$ cat config.mk
export PLATFORM = sky130hd
export DESIGN_NAME = sbus_core
export DESIGN_NICKNAME = d
export VERILOG_FILES = /design/src/rtl/sbus_pkg.sv /design/src/rtl/sbus_ctrl.sv /design/src/rtl/sbus_datapath.sv /design/src/rtl/sbus_core.sv
export SDC_FILE = /design/constraint.sdc
export NUM_CORES = 1
export LEC_CHECK = 0
export CAP_MARGIN = 20
export CORE_MARGIN = 5
export CORE_UTILIZATION = 45
export CTS_CLUSTER_DIAMETER = 40
export DETAILED_ROUTE_END_ITERATION = 10
export PLACE_DENSITY = 0.66
export SLEW_MARGIN = 25
export SYNTH_ARGS = -nofsm -noshare
export SYNTH_HDL_FRONTEND = slang
export SYNTH_SLANG_ARGS = --single-unit
$ cat constraint.sdc
create_clock -name clk -period 8.05 [get_ports clk]
set_clock_uncertainty 0.05 [all_clocks]
set_input_delay 1.61 -clock clk [delete_from_list [all_inputs] [get_ports clk]]
set_output_delay 1.61 -clock clk [all_outputs]
set_load 0.01 [all_outputs]
$ cat src/rtl/sbus_pkg.sv
package sbus_pkg;

  // destination (in-enable) positions
  localparam int NUM_IN   = 11;
  localparam int IDX_R0   = 0;
  localparam int IDX_PC   = 4;
  localparam int IDX_MAR  = 5;
  localparam int IDX_MDR  = 6;
  localparam int IDX_IR   = 7;
  localparam int IDX_Y    = 8;
  localparam int IDX_Z    = 9;
  localparam int IDX_TEMP = 10;

  // bus source (out-enable) positions
  localparam int NUM_OUT  = 9;
  localparam int OUT_PC   = 4;
  localparam int OUT_MDR  = 5;
  localparam int OUT_IR   = 6;
  localparam int OUT_Z    = 7;
  localparam int OUT_TEMP = 8;

  typedef enum logic [1:0] {
    ALU_PASS_BUS = 2'b00,
    ALU_ADD      = 2'b01,
    ALU_SUB      = 2'b10,
    ALU_PASS_Y   = 2'b11
  } aluOp_e;

  typedef struct packed {
    logic [NUM_OUT-1:0] drive;
    logic [NUM_IN-1:0]  load;
    aluOp_e             aluOp;
    logic               mdrFromMem;
  } strobes_t;

  // storage index that a bus source position reads from
  function automatic int srcStore(int o);
    case (o)
      OUT_PC:   return IDX_PC;
      OUT_MDR:  return IDX_MDR;
      OUT_IR:   return IDX_IR;
      OUT_Z:    return IDX_Z;
      OUT_TEMP: return IDX_TEMP;
      default:  return IDX_R0 + o;
    endcase
  endfunction

endpackage

$ cat src/rtl/sbus_ctrl.sv
module sbus_ctrl
  import sbus_pkg::*;
(
  input  logic               clk,
  input  logic               rstN,
  input  logic [NUM_OUT-1:0] cwOut,
  input  logic [NUM_IN-1:0]  cwIn,
  input  logic [1:0]         cwAluOp,
  input  logic               cwRead,
  input  logic               cwWrite,
  input  logic               memMfc,
  output strobes_t           stb,
  output logic               memRd,
  output logic               memWr
);

  logic rdPend, wrPend, busy;

  assign busy = rdPend | wrPend;

  always_ff @(posedge clk) begin
    if (!rstN) begin
      rdPend <= 1'b0;
      wrPend <= 1'b0;
    end else if (busy) begin
      if (memMfc) begin
        rdPend <= 1'b0;
        wrPend <= 1'b0;
      end
    end else begin
      rdPend <= cwRead;
      wrPend <= cwWrite & ~cwRead;
    end
  end

  always_comb begin
    stb.drive      = cwOut;
    stb.load       = cwIn;
    stb.aluOp      = aluOp_e'(cwAluOp);
    stb.mdrFromMem = rdPend & memMfc;
  end

  assign memRd = rdPend;
  assign memWr = wrPend;

  // the control word may enable at most one bus driver
  p_single_driver_r2: assert property (@(posedge clk) disable iff (!rstN)
    $onehot0(cwOut));

  // a read stays requested until the memory completes it
  p_rd_hold_r7: assert property (@(posedge clk) disable iff (!rstN)
    (memRd && !memMfc) |=> memRd);

  // a read is released after completion
  p_rd_release_r7: assert property (@(posedge clk) disable iff (!rstN)
    (memRd && memMfc) |=> !memRd);

  // a write stays requested until the memory completes it
  p_wr_hold_r8: assert property (@(posedge clk) disable iff (!rstN)
    (memWr && !memMfc) |=> memWr);

  // a write request during a pending read is dropped
  p_busy_ignore_r10: assert property (@(posedge clk) disable iff (!rstN)
    (memRd && cwWrite) |=> !memWr);

endmodule

$ cat src/rtl/sbus_datapath.sv
module sbus_datapath
  import sbus_pkg::*;
#(
  parameter int WIDTH = 16
) (
  input  logic             clk,
  input  logic             rstN,
  input  strobes_t         stb,
  input  logic [WIDTH-1:0] memRdata,
  output logic [WIDTH-1:0] busView,
  output logic [WIDTH-1:0] memAddr,
  output logic [WIDTH-1:0] memWdata
);

  logic [WIDTH-1:0] regView [NUM_IN];
  logic [WIDTH-1:0] busV;
  logic [WIDTH-1:0] aluRes;

  // one-hot multiplexer: gated sources OR-ed together, zero when idle
  always_comb begin
    busV = '0;
    for (int j = 0; j < NUM_OUT; j++) begin
      busV = busV | ({WIDTH{stb.drive[j]}} & regView[srcStore(j)]);
    end
  end

  always_comb begin
    case (stb.aluOp)
      ALU_ADD:    aluRes = regView[IDX_Y] + busV;
      ALU_SUB:    aluRes = regView[IDX_Y] - busV;
      ALU_PASS_Y: aluRes = regView[IDX_Y];
      default:    aluRes = busV;
    endcase
  end

  for (genvar k = 0; k < NUM_IN; k++) begin : g_reg
    logic [WIDTH-1:0] q;
    if (k == IDX_Z) begin : g_z
      always_ff @(posedge clk) begin
        if (!rstN)            q <= '0;
        else if (stb.load[k]) q <= aluRes;
      end
    end else if (k == IDX_MDR) begin : g_mdr
      always_ff @(posedge clk) begin
        if (!rstN)               q <= '0;
        else if (stb.mdrFromMem) q <= memRdata;
        else if (stb.load[k])    q <= busV;
      end
    end else begin : g_plain
      always_ff @(posedge clk) begin
        if (!rstN)            q <= '0;
        else if (stb.load[k]) q <= busV;
      end
    end
    assign regView[k] = q;
  end

  assign busView  = busV;
  assign memAddr  = regView[IDX_MAR];
  assign memWdata = regView[IDX_MDR];

  // memory data wins the MDR load on a completing read
  p_mdr_mem_r9: assert property (@(posedge clk) disable iff (!rstN)
    stb.mdrFromMem |=> (regView[IDX_MDR] == $past(memRdata)));

  // Z captures the sum of Y and the bus
  p_add_r4: assert property (@(posedge clk) disable iff (!rstN)
    (stb.load[IDX_Z] && stb.aluOp == ALU_ADD)
      |=> (regView[IDX_Z] == WIDTH'($past(regView[IDX_Y]) + $past(busV))));

  // an unselected register holds its value
  p_hold_temp_r3: assert property (@(posedge clk) disable iff (!rstN)
    !stb.load[IDX_TEMP] |=> $stable(regView[IDX_TEMP]));

endmodule

$ cat src/rtl/sbus_core.sv
module sbus_core
  import sbus_pkg::*;
#(
  parameter int WIDTH = 16
) (
  input  logic               clk,
  input  logic               rstN,
  input  logic [NUM_OUT-1:0] cwOut,
  input  logic [NUM_IN-1:0]  cwIn,
  input  logic [1:0]         cwAluOp,
  input  logic               cwRead,
  input  logic               cwWrite,
  output logic [WIDTH-1:0]   memAddr,
  output logic [WIDTH-1:0]   memWdata,
  input  logic [WIDTH-1:0]   memRdata,
  output logic               memRd,
  output logic               memWr,
  input  logic               memMfc,
  output logic [WIDTH-1:0]   busView
);

  strobes_t stb;

  sbus_ctrl u_ctrl (
    .clk     (clk),
    .rstN    (rstN),
    .cwOut   (cwOut),
    .cwIn    (cwIn),
    .cwAluOp (cwAluOp),
    .cwRead  (cwRead),
    .cwWrite (cwWrite),
    .memMfc  (memMfc),
    .stb     (stb),
    .memRd   (memRd),
    .memWr   (memWr)
  );

  sbus_datapath #(.WIDTH(WIDTH)) u_dp (
    .clk      (clk),
    .rstN     (rstN),
    .stb      (stb),
    .memRdata (memRdata),
    .busView  (busView),
    .memAddr  (memAddr),
    .memWdata (memWdata)
  );

endmodule

Word level (Yosys, flattened, before mapping). Cells that the tools add are included.

Multiplexer cells: 6. Add/sub/neg operators: 2. Reduce and logical (&&, ||, !) cells: 1. Bitwise logic cells: 21. Eq/ne operators: 4.

Operators by type and width (number): 16-bit AND (9); 16-bit bitwise OR (8); 16-bit case mux with 3 select lines (1); 16-bit 2-to-1 mux (2); 16-bit adder (1); 16-bit subtractor (1); 2-bit == test (second input constant) (2); 1-bit 2-to-1 mux (3); 1-bit AND (2); 2-bit by 1-bit == test with 1-bit output (second input constant) (1); 2-bit inequality test (second input constant) (1); 2-bit nonzero test (1); 1-bit NOT (1); 1-bit bitwise OR (1).

Word-level logic and storage cells: 47. Input port bits: 43. Bits in registers: 178. Output and inout port bits: 50.

Longest topological paths before layout. Gate-level depths: netlist (run 1).

Depth after elaboration: 11. Gate-level depth with buffers: 19. Depth with buffers taken out: 17.

Modules after synthesis. A second synthesis (run 1) with hierarchy kept.

Cell total of the unflattened synthesis: 960. Area total of the unflattened synthesis: 8783.4 um^2.

Modules (own cells, without submodules): sbus_datapath (sequential area each 3523.4 um^2, area an instance 8521.9 um^2, instances 1, cells each 929); sbus_ctrl (sequential area each 40.0 um^2, area an instance 261.5 um^2, instances 1, cells each 31).

Least setup slack after synthesis (run 1). Ideal clock, no wire load.

Path type: input to register. Start point: input cwOut[5]. End point: register u_dp.g_reg[9].q[14]. Data arrival time: 5040 ps. Library setup time: 122 ps. Path slack: 2838 ps. Stages on the path: 18. Buffers on the path: 2. Required time: 7878 ps. Cell sequence: buf_2 a222oi_1 nand3_1 a221oi_2 clkbuf_1 ha_1 nor2_1 xor2_1 ha_1 nor2b_1 o21ai_0 a21boi_1 o211ai_1 a21oi_1 or3_1 a21oi_1 xor2_1 o21ai_1.

Word-level cells in the longest chain between the ends: 7. Elaborated cells between the ends (all ways): 8. Those cells by class: 2 x add/sub; 1 x mux; 5 x bitwise.

Ends and longest elaborated chain: start: declaration (RTL line sbus_core.sv:8) `input logic [NUM_OUT-1:0] cwOut,`; 16-bit AND * (RTL line sbus_datapath.sv:23) `busV = busV | ({WIDTH{stb.drive[j]}} & regView[srcStore(j)]);`; 16-bit bitwise OR * (4 in series) (RTL line sbus_datapath.sv:23); 16-bit subtractor / 16-bit adder (equally long branches) (RTL line sbus_datapath.sv:30, sbus_datapath.sv:29); 16-bit case mux with 3 select lines * (RTL line sbus_datapath.sv:28) `case (stb.aluOp)`; end signal: assignment (RTL line sbus_datapath.sv:41) `else if (stb.load[k]) q <= aluRes;`; end: declaration (RTL line sbus_datapath.sv:37) `logic [WIDTH-1:0] q;`.

Mark *: on every way between the ends. The rest lies on a longest branch, timed or not. A chain may end at the register's enable or synchronous reset.

Worst setup path after layout (run 1).
Start point: input cwOut[0]. End point: output busView[2].

Word-level cells in the longest chain between the ends: 9.

Ends and longest elaborated chain: 16-bit AND (RTL line sbus_datapath.sv:23); 16-bit bitwise OR (8 in series) (RTL line sbus_datapath.sv:23); end: declaration (RTL line sbus_core.sv:19) `output logic [WIDTH-1:0] busView`.

No other way between the ends.

==> flow_results.xml, run 1 <==
<?xml version="1.0" encoding="UTF-8"?>
<metrics>
  <group name="placed_design">
    <metric name="placed_cells_incl_taps" unit="">1197</metric>
    <metric name="gp_weighted_congestion" unit="">0.880</metric>
    <metric name="place_ws" unit="ps">1700</metric>
    <metric name="io_buffer_count" unit="">92</metric>
    <metric name="hpwl" unit="um">17000</metric>
  </group>
  <group name="logic_synthesis">
    <metric name="edff_count_synth" unit="">0</metric>
    <metric name="synth.yosys.warnings" unit="">0</metric>
    <metric name="synthesis.area" unit="um^2">8550</metric>
    <metric name="synth.distinct_cells" unit="">47</metric>
    <metric name="syn_nets" unit="">1000</metric>
    <metric name="cells_after_synthesis" unit="">937</metric>
    <metric name="dominantRegCellSynth" unit="">dfxtp_1</metric>
    <metric name="synth_seq_area_share" unit="%">41.7</metric>
    <metric name="syn_area_per_cell" unit="um^2">9.13</metric>
    <metric name="ys_ff_latch" unit="">178</metric>
    <metric name="share_of_flip_flops_with_an_asynchronous_set_or_reset" unit="%">0</metric>
  </group>
  <group name="power">
    <metric name="static_leakage" unit="nW">4.84</metric>
    <metric name="power_density" unit="nW/um^2">264</metric>
    <metric name="ir_worst_vdd" unit="mV">0.157</metric>
  </group>
  <group name="timing">
    <metric name="final.setup.worst_slack" unit="ps">1870</metric>
    <metric name="worst_case_headroom_to_the_max_slew_limit" unit="%">39.0</metric>
    <metric name="timing.final.crit_period" unit="ps">6180</metric>
    <metric name="setup_viol" unit="">0</metric>
    <metric name="final.setup.tns" unit="ps">0</metric>
    <metric name="period_share" unit="%">76.8</metric>
    <metric name="setup_repair_after_global_routing_missed_its_margin" unit="">false</metric>
    <metric name="final_hold_viol_count" unit="">0</metric>
    <metric name="max_freq" unit="MHz">162</metric>
    <metric name="tightest_slew" unit="ps">912</metric>
    <metric name="final-max-slew-violation-count" unit="">0</metric>
  </group>
  <group name="floorplan">
    <metric name="placement_rows" unit="">50</metric>
    <metric name="die-area" unit="um^2">21900</metric>
    <metric name="core" unit="um^2">18700</metric>
    <metric name="die-height" unit="um">148</metric>
    <metric name="ioPinCount" unit="">93</metric>
    <metric name="floorplan.initialDensity" unit="%">45.7</metric>
    <metric name="die_width" unit="um">148</metric>
  </group>
  <group name="routing">
    <metric name="routed-via-count" unit="">7504</metric>
    <metric name="detail_route.vias_per_cell" unit="">6.11</metric>
    <metric name="drt_pre_antenna_iters" unit="">5</metric>
    <metric name="dr_drc_count" unit="">0</metric>
    <metric name="totalWireLength" unit="um">26300</metric>
    <metric name="antenna_violating_nets_post_route" unit="">0</metric>
    <metric name="drt_iter0_drc" unit="">836</metric>
    <metric name="route.detailed.wl_per_inst" unit="um">21.4</metric>
  </group>
  <group name="final_layout">
    <metric name="flow.area_growth_from_synthesis" unit="%">19.4</metric>
    <metric name="final_nets" unit="">1045</metric>
    <metric name="regArea" unit="um^2">3560</metric>
    <metric name="postLayoutCoreUtil" unit="%">54.6</metric>
    <metric name="mostFrequentLayoutCell" unit="">dfxtp_1</metric>
    <metric name="layout.cells.most_common_list" unit="">178 x dfxtp_1, 160 x nand2_1, 144 x o211a_1, 85 x clkdlybuf4s50_1, 43 x a21oi_1</metric>
    <metric name="layout-drive-gt1-share" unit="%">8.25</metric>
    <metric name="num-fill-cells" unit="">1703</metric>
    <metric name="insertedDiodeCount" unit="">0</metric>
    <metric name="instances_no_fill" unit="">1228</metric>
    <metric name="multiInputGateArea" unit="um^2">4520</metric>
  </group>
  <group name="clock_tree">
    <metric name="post_cts_repair_timing_setup_buffer_count" unit="">0</metric>
    <metric name="tritoncts" unit="">done</metric>
    <metric name="clk_pin_slew" unit="ps">60</metric>
    <metric name="numCtsBuffers" unit="">17</metric>
    <metric name="clock-root-buffer" unit="">clkbuf_16</metric>
    <metric name="hold_buffers" unit="">0</metric>
    <metric name="post_cts_resize_count" unit="">0</metric>
    <metric name="h-tree-depth" unit="">4</metric>
    <metric name="tritoncts_num_sinks" unit="">178</metric>
    <metric name="clkLatencyLatePin" unit="ps">430</metric>
    <metric name="cts_max_path_buffers" unit="">2</metric>
  </group>
  <group name="critical_path">
    <metric name="critical_path.startpoint_type" unit="">input pin</metric>
    <metric name="critical_path_arrival" unit="ps">4520</metric>
    <metric name="cpPeakStageDelay" unit="ps">880</metric>
    <metric name="crit_path_end_kind" unit="">primary output</metric>
    <metric name="critPathSlowestCell" unit="">clkdlybuf4s50_1</metric>
    <metric name="worst-endpoint-required" unit="ps">6390</metric>
    <metric name="crit_path_cell_trace" unit="">clkdlybuf4s50_1 -&gt; a222oi_1 -&gt; nand3_1 -&gt; a221oi_2 -&gt; buf_4 -&gt; inv_1 -&gt; clkdlybuf4s50_1</metric>
    <metric name="cp_common_cell" unit="">clkdlybuf4s50_1</metric>
    <metric name="setup.worst_path.class" unit="">in2out</metric>
    <metric name="critical_path_peak_fanout" unit="">16</metric>
  </group>
  <group name="global_route">
    <metric name="grt.overflow.total" unit="">0</metric>
    <metric name="global_route.usage.met2" unit="%">35.1</metric>
    <metric name="gr-max-usage-layer" unit="">met2</metric>
    <metric name="grt_use_met3" unit="%">4.78</metric>
    <metric name="grt_start_max_net_pins" unit="">108</metric>
    <metric name="groute.usage.overall" unit="%">23.5</metric>
    <metric name="grt_pass1_wl" unit="um">39900</metric>
    <metric name="antenna_violations_before_repair" unit="">0</metric>
    <metric name="via_count_of_the_first_global_routing_pass" unit="">6797</metric>
    <metric name="use_met1" unit="%">34.1</metric>
  </group>
  <group name="hold_path">
    <metric name="hp-class" unit="">reg2reg</metric>
  </group>
  <group name="outcome">
    <metric name="outcome" unit="">finished, final reports clean</metric>
  </group>
  <group name="job">
    <metric name="drv.max_cap_violation_count" unit="">0</metric>
  </group>
</metrics>
==> sequential cells by signal, summed over array words and instances, names as in the netlist <==
register and cells:
u_dp.g.q 144, u_ctrl.memRd 1, u_dp.memWdata 16, u_dp.memAddr 16, u_ctrl.memWr 1
==> stage by stage <==
stage / instance area [um^2] / hold WS [ps] / total power (W)
after floorplan: 8550 / 403 / 0.00153
after global placement: 9590 / 409 / 0.00180
after detailed placement: 9580 / 417 / 0.00181
after CTS: 10200 / 432 / 0.00269
after global routing: 10200 / 446 / 0.00282
final: 10200 / 431 / 0.00269
==> cells in the mapped netlist (5+ instances only) <==
| library cell | n | share of area, % |
|---|---|---|
| o21ai_0 | 10 | 0.59 |
| buf_1 | 12 | 0.53 |
| dfxtp_1 | 178 | 42 |
| buf_2 | 9 | 0.53 |
| nor2_1 | 34 | 1.5 |
| o211a_1 | 144 | 17 |
| o211ai_1 | 7 | 0.61 |
| a22oi_1 | 32 | 2.8 |
| nand3_1 | 22 | 1.3 |
| inv_1 | 27 | 1.2 |
| a221o_1 | 5 | 0.59 |
| mux2i_1 | 7 | 0.82 |
| ha_1 | 19 | 2.8 |
| a31oi_1 | 6 | 0.44 |
| a211oi_1 | 16 | 1.4 |
| nor2b_1 | 28 | 2.0 |
| xnor2_1 | 23 | 2.4 |
| a222oi_1 | 16 | 1.9 |
| a221oi_1 | 14 | 1.4 |
| nand2_1 | 160 | 7.0 |
| a21oi_1 | 43 | 2.5 |
| a221oi_2 | 11 | 1.9 |
| clkbuf_1 | 69 | 3.0 |
==> worst paths after layout <==
path,cells after the start,slack [ps],from,endpoint
hold / removal,1,430,u_dp.g_reg[1].q[1],u_dp.g_reg[1].q[1]
hold reg to reg,1,430,u_dp.g_reg[1].q[1],u_dp.g_reg[1].q[1]
setup reg to reg,17,3850,u_dp.memWdata[1],u_dp.g_reg[9].q[14]
setup / recovery,7,1870,cwOut[0],busView[2]
==> cell families (layout without fill, tap and decap cells) <==
kind of cell,after synthesis,in the layout,share of synthesized area (%)
compound gates,323,323,32.8
xor+xnor,26,26,2.66
fa+ha+maj,20,20,3.01
buf+inv,122,179,5.84
flops,178,178,41.7
mux,7,7,0.819
simple gates,261,261,13.2
==> area by class of cell <==
cell class,count,share of cell area [%]
Timing Repair Buffer,120,10.8
Clock inverter,8,1.46
Clock buffer,23,4.68
Inverter,28,1.03
Sequential cell,178,34.9
Tap cell,234,2.87
Multi-Input combinational cell,637,44.3
==> worst max-delay path, delay by kind of cell <==
family	cells	cell delay, ps
buffers and inverters	4	1700
AND/OR/NAND/NOR	1	130
AO/OA/AOI/OAI	2	1080
==> layer usage <==
metal | up-vias | share of wire, % | wire length [um]
li1 | 3549 | - | -
met1 | 3609 | 46 | 12100
met2 | 307 | 44 | 11400
met3 | 39 | 8.1 | 2110
met4 | 0 | 2.1 | 561
met5 | - | 0 | 0
==> power by group <==
part           switching [W]  internal [W]
sequential         0.0000715      0.000980
combinational       0.000416      0.000332
clock               0.000349      0.000544
Note: power is estimated with default switching activity, not from simulation.
==> run 2, diff against run 1 <==
clock period = 5.8 ns   (was 8.05 ns; I/O delays follow)
==> run 2 against run 1 <==
  * Non-clock buffer count is 13 higher
  * Register-to-register slack worse by 2100 ps
  * Critical path type is now in2reg
  * Setup slack got worse by 1200 ps
  * Largest power group unchanged
  * Sequential cell count unchanged
  * Design area is 0.42% higher
  * Global-route usage fell by 0.10 points
  * Final cell count is 1.1% higher
  * Combinational power increased by 40%
  * Clock-buffer cell count is the same
  * Critical path depth up 11
  * Die area did not move
  * Power rose by 35%
  * Critical endpoint is now u_dp.g_reg[9].q[10]
  * Highest routed layer unchanged
==> flow_results.xml, run 2 (same netlist as run 1, synthesis figures left out) <==
<?xml version="1.0" encoding="UTF-8"?>
<metrics>
  <group name="outcome">
    <metric name="outcome" unit="">finished, final reports clean</metric>
  </group>
  <group name="critical_path">
    <metric name="path_buf_inv" unit="">2</metric>
    <metric name="critPathSlowestCell" unit="">fa_1</metric>
    <metric name="critical_path_peak_fanout" unit="">10</metric>
    <metric name="critical_path.startpoint_type" unit="">input pin</metric>
    <metric name="crit_family" unit="">compound AO/OA/AOI/OAI gates</metric>
    <metric name="worst-endpoint-required" unit="ps">6080</metric>
    <metric name="crit_path_cell_trace" unit="">clkdlybuf4s50_1 -&gt; buf_4 -&gt; a222oi_1 -&gt; nand3_1 -&gt; a221oi_2 -&gt; ha_1 -&gt; nor2_1 -&gt; a21oi_1 -&gt; fa_1 -&gt; nor2b_1 -&gt; o21ai_0 -&gt; a21boi_1 -&gt; o211ai_1 -&gt; a21oi_1 -&gt; nor2_1 -&gt; mux2i_1 -&gt; a221o_1 -&gt; a32o_1</metric>
    <metric name="crit_path_end_kind" unit="">flip-flop</metric>
    <metric name="cpPeakStageDelay" unit="ps">500</metric>
    <metric name="setup.worst_path.class" unit="">in2reg</metric>
    <metric name="critical_path_arrival" unit="ps">5370</metric>
  </group>
  <group name="clock_tree">
    <metric name="tritoncts_num_sinks" unit="">178</metric>
    <metric name="hold_buffers" unit="">0</metric>
    <metric name="clkLatencyLatePin" unit="ps">440</metric>
    <metric name="post_cts_repair_timing_setup_buffer_count" unit="">0</metric>
    <metric name="clk_pin_slew" unit="ps">60</metric>
    <metric name="numCtsBuffers" unit="">17</metric>
    <metric name="cts_max_path_buffers" unit="">2</metric>
    <metric name="post_cts_resize_count" unit="">0</metric>
    <metric name="tritoncts" unit="">done</metric>
    <metric name="clock-root-buffer" unit="">clkbuf_16</metric>
    <metric name="h-tree-depth" unit="">4</metric>
  </group>
  <group name="floorplan">
    <metric name="ioPinCount" unit="">93</metric>
    <metric name="die-height" unit="um">148</metric>
    <metric name="die_width" unit="um">148</metric>
    <metric name="core" unit="um^2">18700</metric>
    <metric name="floorplan.initialDensity" unit="%">45.7</metric>
    <metric name="die-area" unit="um^2">21900</metric>
    <metric name="placement_rows" unit="">50</metric>
  </group>
  <group name="power">
    <metric name="ir_worst_vdd" unit="mV">0.247</metric>
    <metric name="static_leakage" unit="nW">4.87</metric>
    <metric name="power_density" unit="nW/um^2">353</metric>
    <metric name="p_int" unit="W">0.00244</metric>
    <metric name="net-switching-power" unit="W">0.00118</metric>
    <metric name="switching_share" unit="%">32.6</metric>
    <metric name="fraction_of_power_consumed_by_sequential_logic" unit="%">40.3</metric>
    <metric name="power_frac_comb" unit="%">28.9</metric>
    <metric name="clock_power_share" unit="%">30.8</metric>
  </group>
  <group name="final_layout">
    <metric name="largest_reg_flops" unit="">144</metric>
    <metric name="mostFrequentLayoutCell" unit="">dfxtp_1</metric>
    <metric name="layout-drive-gt1-share" unit="%">9.72</metric>
    <metric name="insertedDiodeCount" unit="">0</metric>
    <metric name="final_nets" unit="">1058</metric>
    <metric name="flow.area_growth_from_synthesis" unit="%">19.9</metric>
    <metric name="instances_no_fill" unit="">1242</metric>
    <metric name="layout.cells.most_common_list" unit="">178 x dfxtp_1, 160 x nand2_1, 144 x o211a_1, 84 x clkdlybuf4s50_1, 43 x a21oi_1</metric>
    <metric name="registers.top_by_ff_count" unit="">u_dp.g.q</metric>
  </group>
  <group name="global_route">
    <metric name="antenna_violations_before_repair" unit="">0</metric>
    <metric name="grt_pass1_wl" unit="um">40100</metric>
    <metric name="grt.overflow.total" unit="">0</metric>
    <metric name="grt_start_max_net_pins" unit="">132</metric>
    <metric name="groute.usage.overall" unit="%">23.4</metric>
    <metric name="via_count_of_the_first_global_routing_pass" unit="">6799</metric>
  </group>
  <group name="timing">
    <metric name="tightest_slew" unit="ps">774</metric>
    <metric name="max_freq" unit="MHz">196</metric>
    <metric name="final-max-slew-violation-count" unit="">0</metric>
    <metric name="setup_viol" unit="">0</metric>
    <metric name="period_share" unit="%">87.8</metric>
    <metric name="final.setup.tns" unit="ps">0</metric>
    <metric name="setup_repair_after_global_routing_missed_its_margin" unit="">false</metric>
    <metric name="timing.final.crit_period" unit="ps">5090</metric>
    <metric name="final_hold_viol_count" unit="">0</metric>
    <metric name="worst_case_headroom_to_the_max_slew_limit" unit="%">48.4</metric>
  </group>
  <group name="routing">
    <metric name="drt_pre_antenna_iters" unit="">6</metric>
    <metric name="antenna_violating_nets_post_route" unit="">0</metric>
    <metric name="routed-via-count" unit="">7571</metric>
    <metric name="dr_drc_count" unit="">0</metric>
    <metric name="detail_route.vias_per_cell" unit="">6.10</metric>
    <metric name="totalWireLength" unit="um">26100</metric>
    <metric name="route.detailed.wl_per_inst" unit="um">21.0</metric>
    <metric name="drt_iter0_drc" unit="">828</metric>
  </group>
  <group name="placed_design">
    <metric name="gp_weighted_congestion" unit="">0.931</metric>
    <metric name="hpwl" unit="um">17800</metric>
    <metric name="placed_cells_incl_taps" unit="">1210</metric>
    <metric name="io_buffer_count" unit="">92</metric>
  </group>
  <group name="hold_path">
    <metric name="hp-class" unit="">reg2reg</metric>
  </group>
  <group name="job">
    <metric name="drv.max_cap_violation_count" unit="">0</metric>
  </group>
</metrics>
## run 2: metal layers
metal,vias up,share of wire [%],GRT usage (%)
li1,3561,-,-
met1,3644,47,33.4
met2,316,44,35.6
met3,50,7.0,4.38
met4,0,2.5,8.27
met5,-,0,0
## run 2: through the flow
stage | area [um^2] | hold slack [ps] | worst slack, ps | utilization, % | total power (W)
2_1_floorplan | 8550 | 403 | 1040 | - | 0.00213
3_3_place_gp | 9720 | 410 | 328 | 51.9 | 0.00251
3_5_place_dp | 9700 | 417 | 351 | 51.8 | 0.00252
4_1_cts | 10300 | 431 | 758 | 54.9 | 0.00363
5_1_grt | 10300 | 444 | 478 | 54.8 | 0.00379
6_report | 10300 | 430 | 708 | 54.8 | 0.00362
## run 2: worst reg2reg max path, delay by kind of cell, from the launching register on
family          cells  cell delay [ps]
simple gates        4              490
fa+ha+maj           2              840
flops               1              350
compound gates      9             2120
mux                 1              130
## run 2: power groups by stage
stage,Sequential (W),Combinational (W),Clock (W)
floorplan,0.00146,0.000665,0
global placement,0.00148,0.00103,0
detailed placement,0.00148,0.00104,0
CTS,0.00146,0.00104,0.00113
global route,0.00147,0.00114,0.00118
finish,0.00146,0.00105,0.00111
## run 2: final timing paths
kind / startpoint / endpoint / slack [ps] / depth (start not counted)
hold / removal: u_dp.g_reg[1].q[7] / u_dp.g_reg[1].q[7] / 430 / 1
setup / recovery: cwOut[7] / u_dp.g_reg[9].q[10] / 710 / 18
hold reg to reg: u_dp.g_reg[1].q[7] / u_dp.g_reg[1].q[7] / 430 / 1
setup reg to reg: u_dp.memWdata[1] / u_dp.g_reg[9].q[10] / 1720 / 16
## run 2: final cells by class
type / instances / area [um^2]
Tap cell: 234 / 293
Sequential cell: 178 / 3560
Timing Repair Buffer: 133 / 1200
Fill cell: 1703 / 8450
Clock inverter: 9 / 72.6
Multi-Input combinational cell: 637 / 4520
Inverter: 28 / 105
Clock buffer: 23 / 498
==> run 3, diff against run 2 <==
CORE_UTILIZATION = 35   (was 45)
PLACE_DENSITY = default   (was 0.66)
SYNTH_HIERARCHICAL = 1   (was default)
clock period = 6.1 ns   (was 5.8 ns; I/O delays follow)
==> run 3 against run 2 <==
  * Clock power hardly changed
  * Critical path type is now in2out
  * Utilization down 13 points
  * Non-clock buffer count shrank 3
  * Setup slack improved by 97 ps
  * Synthesized cell count grew 2.5%
==> flow_results.xml, run 3 <==
<?xml version="1.0" encoding="UTF-8"?>
<metrics>
  <group name="clock_tree">
    <metric name="clk_pin_slew" unit="ps">70</metric>
    <metric name="clkLatencyLatePin" unit="ps">440</metric>
    <metric name="tritoncts" unit="">done</metric>
    <metric name="post_cts_resize_count" unit="">0</metric>
    <metric name="hold_buffers" unit="">0</metric>
    <metric name="clock-root-buffer" unit="">clkbuf_16</metric>
    <metric name="numCtsBuffers" unit="">17</metric>
    <metric name="cts_max_path_buffers" unit="">2</metric>
    <metric name="h-tree-depth" unit="">4</metric>
    <metric name="post_cts_repair_timing_setup_buffer_count" unit="">0</metric>
    <metric name="tritoncts_num_sinks" unit="">178</metric>
  </group>
  <group name="global_route">
    <metric name="grt_start_max_net_pins" unit="">92</metric>
    <metric name="antenna_violations_before_repair" unit="">0</metric>
    <metric name="via_count_of_the_first_global_routing_pass" unit="">6932</metric>
    <metric name="grt_pass1_wl" unit="um">41400</metric>
    <metric name="grt.overflow.total" unit="">0</metric>
    <metric name="groute.usage.overall" unit="%">18.6</metric>
  </group>
  <group name="final_layout">
    <metric name="registers.top_by_ff_count" unit="">u_dp/g.q</metric>
    <metric name="layout-drive-gt1-share" unit="%">10.1</metric>
    <metric name="flow.area_growth_from_synthesis" unit="%">18.7</metric>
    <metric name="insertedDiodeCount" unit="">0</metric>
    <metric name="layout.cells.most_common_list" unit="">178 x dfxtp_1, 157 x nand2_1, 144 x o211a_1, 87 x clkdlybuf4s50_1</metric>
    <metric name="mostFrequentLayoutCell" unit="">dfxtp_1</metric>
    <metric name="final_nets" unit="">1054</metric>
    <metric name="largest_reg_flops" unit="">144</metric>
  </group>
  <group name="timing">
    <metric name="setup_repair_after_global_routing_missed_its_margin" unit="">false</metric>
    <metric name="final-max-slew-violation-count" unit="">0</metric>
    <metric name="max_freq" unit="MHz">189</metric>
    <metric name="period_share" unit="%">86.8</metric>
    <metric name="worst_case_headroom_to_the_max_slew_limit" unit="%">34.7</metric>
    <metric name="tightest_slew" unit="ps">980</metric>
    <metric name="final.hold.worst_slack" unit="ps">429</metric>
    <metric name="final.setup.tns" unit="ps">0</metric>
    <metric name="timing.final.crit_period" unit="ps">5300</metric>
    <metric name="setup_viol" unit="">0</metric>
    <metric name="final_hold_viol_count" unit="">0</metric>
  </group>
  <group name="floorplan">
    <metric name="floorplan.initialDensity" unit="%">35.2</metric>
    <metric name="ioPinCount" unit="">93</metric>
    <metric name="core" unit="um^2">25000</metric>
    <metric name="die-height" unit="um">168</metric>
    <metric name="die_width" unit="um">168</metric>
    <metric name="placement_rows" unit="">58</metric>
    <metric name="die-area" unit="um^2">28400</metric>
  </group>
  <group name="critical_path">
    <metric name="cpPeakStageDelay" unit="ps">730</metric>
    <metric name="critPathSlowestCell" unit="">clkdlybuf4s50_1</metric>
    <metric name="worst-endpoint-required" unit="ps">4830</metric>
    <metric name="regToRegStartpoint" unit="">u_dp/memWdata[1]</metric>
    <metric name="timing.reg2reg.setup_slack" unit="ps">2060</metric>
    <metric name="critical_path_arrival" unit="ps">4030</metric>
    <metric name="worst-r2r-cell-count" unit="">17</metric>
    <metric name="critical_path_peak_fanout" unit="">10</metric>
    <metric name="cp_common_cell" unit="">clkdlybuf4s50_1</metric>
    <metric name="crit_path_end_kind" unit="">primary output</metric>
    <metric name="setup.worst_path.class" unit="">in2out</metric>
    <metric name="crit_path_cell_trace" unit="">clkdlybuf4s50_1 -&gt; buf_4 -&gt; a222oi_1 -&gt; nand3_1 -&gt; a221oi_2 -&gt; inv_1 -&gt; clkdlybuf4s50_1</metric>
    <metric name="critical_path.startpoint_type" unit="">input pin</metric>
    <metric name="r2r_end" unit="">u_dp/g_reg[9].q[13]</metric>
  </group>
  <group name="logic_synthesis">
    <metric name="synth_top_cells_by_count" unit="">178 x dfxtp_1, 157 x nand2_1, 144 x o211a_1</metric>
    <metric name="synth.distinct_cells" unit="">57</metric>
    <metric name="ys_ff_latch" unit="">178</metric>
    <metric name="synth_fa_ha_area_share" unit="%">2.93</metric>
    <metric name="mux_cell_area_share_after_synthesis" unit="%">0.798</metric>
    <metric name="synth.yosys.warnings" unit="">6</metric>
    <metric name="cells_after_synthesis" unit="">960</metric>
    <metric name="synthesis.area" unit="um^2">8780</metric>
    <metric name="dominantRegCellSynth" unit="">dfxtp_1</metric>
    <metric name="synth_seq_area_share" unit="%">40.6</metric>
    <metric name="post_synthesis_compound_gate_area_fraction" unit="%">32.2</metric>
    <metric name="syn_nets" unit="">1023</metric>
    <metric name="synth_top_cells_by_area" unit="">dfxtp_1 41%, o211a_1 16%, nand2_1 6.7%</metric>
    <metric name="synth_top_cell_area_share" unit="%">40.6</metric>
    <metric name="yosysTopAreaCell" unit="">dfxtp_1</metric>
    <metric name="yosys.area_share.simple" unit="%">13.3</metric>
    <metric name="syn_area_per_cell" unit="um^2">9.15</metric>
    <metric name="synth_top_family_by_area" unit="">compound AO/OA/AOI/OAI gates</metric>
    <metric name="edff_count_synth" unit="">0</metric>
    <metric name="synth_xor_xnor_area_share" unit="%">2.58</metric>
    <metric name="synthMostInstantiatedCell" unit="">dfxtp_1</metric>
    <metric name="share_of_flip_flops_with_an_asynchronous_set_or_reset" unit="%">0</metric>
  </group>
  <group name="power">
    <metric name="ir_worst_vdd" unit="mV">0.158</metric>
    <metric name="fraction_of_power_consumed_by_sequential_logic" unit="%">39.8</metric>
    <metric name="power_frac_comb" unit="%">28.9</metric>
    <metric name="static_leakage" unit="nW">4.92</metric>
    <metric name="net-switching-power" unit="W">0.00119</metric>
    <metric name="power_density" unit="nW/um^2">334</metric>
    <metric name="p_int" unit="W">0.00230</metric>
    <metric name="clock_power_share" unit="%">31.4</metric>
    <metric name="switching_share" unit="%">34.0</metric>
  </group>
  <group name="routing">
    <metric name="drt_pre_antenna_iters" unit="">5</metric>
    <metric name="drt_iter0_drc" unit="">684</metric>
    <metric name="route.detailed.wl_per_inst" unit="um">20.1</metric>
    <metric name="wirelength_met1" unit="um">12200</metric>
    <metric name="detail_route.vias_per_cell" unit="">5.52</metric>
    <metric name="totalWireLength" unit="um">26800</metric>
    <metric name="routed-via-count" unit="">7367</metric>
    <metric name="dr_drc_count" unit="">0</metric>
    <metric name="route.met3.wl" unit="um">1770</metric>
    <metric name="wl_met2" unit="um">12100</metric>
    <metric name="antenna_violating_nets_post_route" unit="">0</metric>
    <metric name="routed.top_layer" unit="">met4</metric>
  </group>
  <group name="hold_path">
    <metric name="launch_instance_of_the_worst_min_delay_path" unit="">u_dp/g_reg[9].q[6]</metric>
    <metric name="timing.hold.worst_endpoint" unit="">u_dp/g_reg[9].q[6]</metric>
    <metric name="min_delay_path_depth" unit="">2</metric>
    <metric name="hp-class" unit="">reg2reg</metric>
  </group>
  <group name="placed_design">
    <metric name="hpwl" unit="um">18100</metric>
    <metric name="io_buffer_count" unit="">92</metric>
    <metric name="gp_weighted_congestion" unit="">0.888</metric>
  </group>
  <group name="outcome">
    <metric name="outcome" unit="">finished, final reports clean</metric>
  </group>
  <group name="job">
    <metric name="drv.max_cap_violation_count" unit="">0</metric>
  </group>
</metrics>
run 3: power by group through the flow:
stage	sequential (W)	combinational (W)	clock [W]
floorplan	0.00139	0.000666	0
global placement	0.00141	0.000996	0
detailed placement	0.00141	0.00100	0
CTS	0.00138	0.00101	0.00112
global route	0.00140	0.00111	0.00117
finish	0.00139	0.00101	0.00109
run 3: worst max path at each step:
stage	endpoint	cells after the start	startpoint	slack [ps]
finish	busView[10]	7	cwOut[8]	800
global route	u_dp/g_reg[9].q[15]	18	cwOut[8]	500
CTS	busView[10]	7	cwOut[8]	750
detailed placement	u_dp/g_reg[9].q[13]	17	cwOut[8]	590
global placement	u_dp/g_reg[9].q[13]	18	cwOut[8]	620
floorplan	u_dp/g_reg[9].q[13]	21	cwOut[1]	1130
run 3: layer usage:
metal  up-vias  track usage [%]
li1       3570                -
met1      3513             25.4
met2       250             29.2
met3        34             3.62
met4         0             6.67
met5         -                0
run 3: worst max-delay path, delay by kind of cell:
kind                   cells  cell delay, ps
and+or+nand+nor            1             200
AOI/OAI and AO/OA          2             810
buffers and inverters      4            1780
run 3: cell families after synthesis:
family	Yosys count
xor+xnor	25
compound gates	321
mux	7
fa+ha+maj	20
flops	178
buf+inv	145
simple gates	264
run 3: stage by stage:
step | cell area (um^2) | cells | power (W) | util [%] | setup WS (ps)
floorplan | 8780 | 960 | 0.00206 | - | 1130
global placement | 9850 | 1302 | 0.00240 | 39.5 | 617
detailed placement | 9830 | 1302 | 0.00242 | 39.4 | 585
CTS | 10400 | 1334 | 0.00351 | 41.8 | 751
global route | 10400 | 1334 | 0.00368 | 41.8 | 504
finish | 10400 | 1334 | 0.00349 | 41.8 | 805
run 3: area by class of cell:
cell class	instances	area [um^2]
multi-input cells	637	4570
clock buffers	17	425
repair buffers	130	1180
flip-flops and latches	178	3560
well taps	330	413
inverters	27	101
fillers	2477	14500
clock inverters	15	169
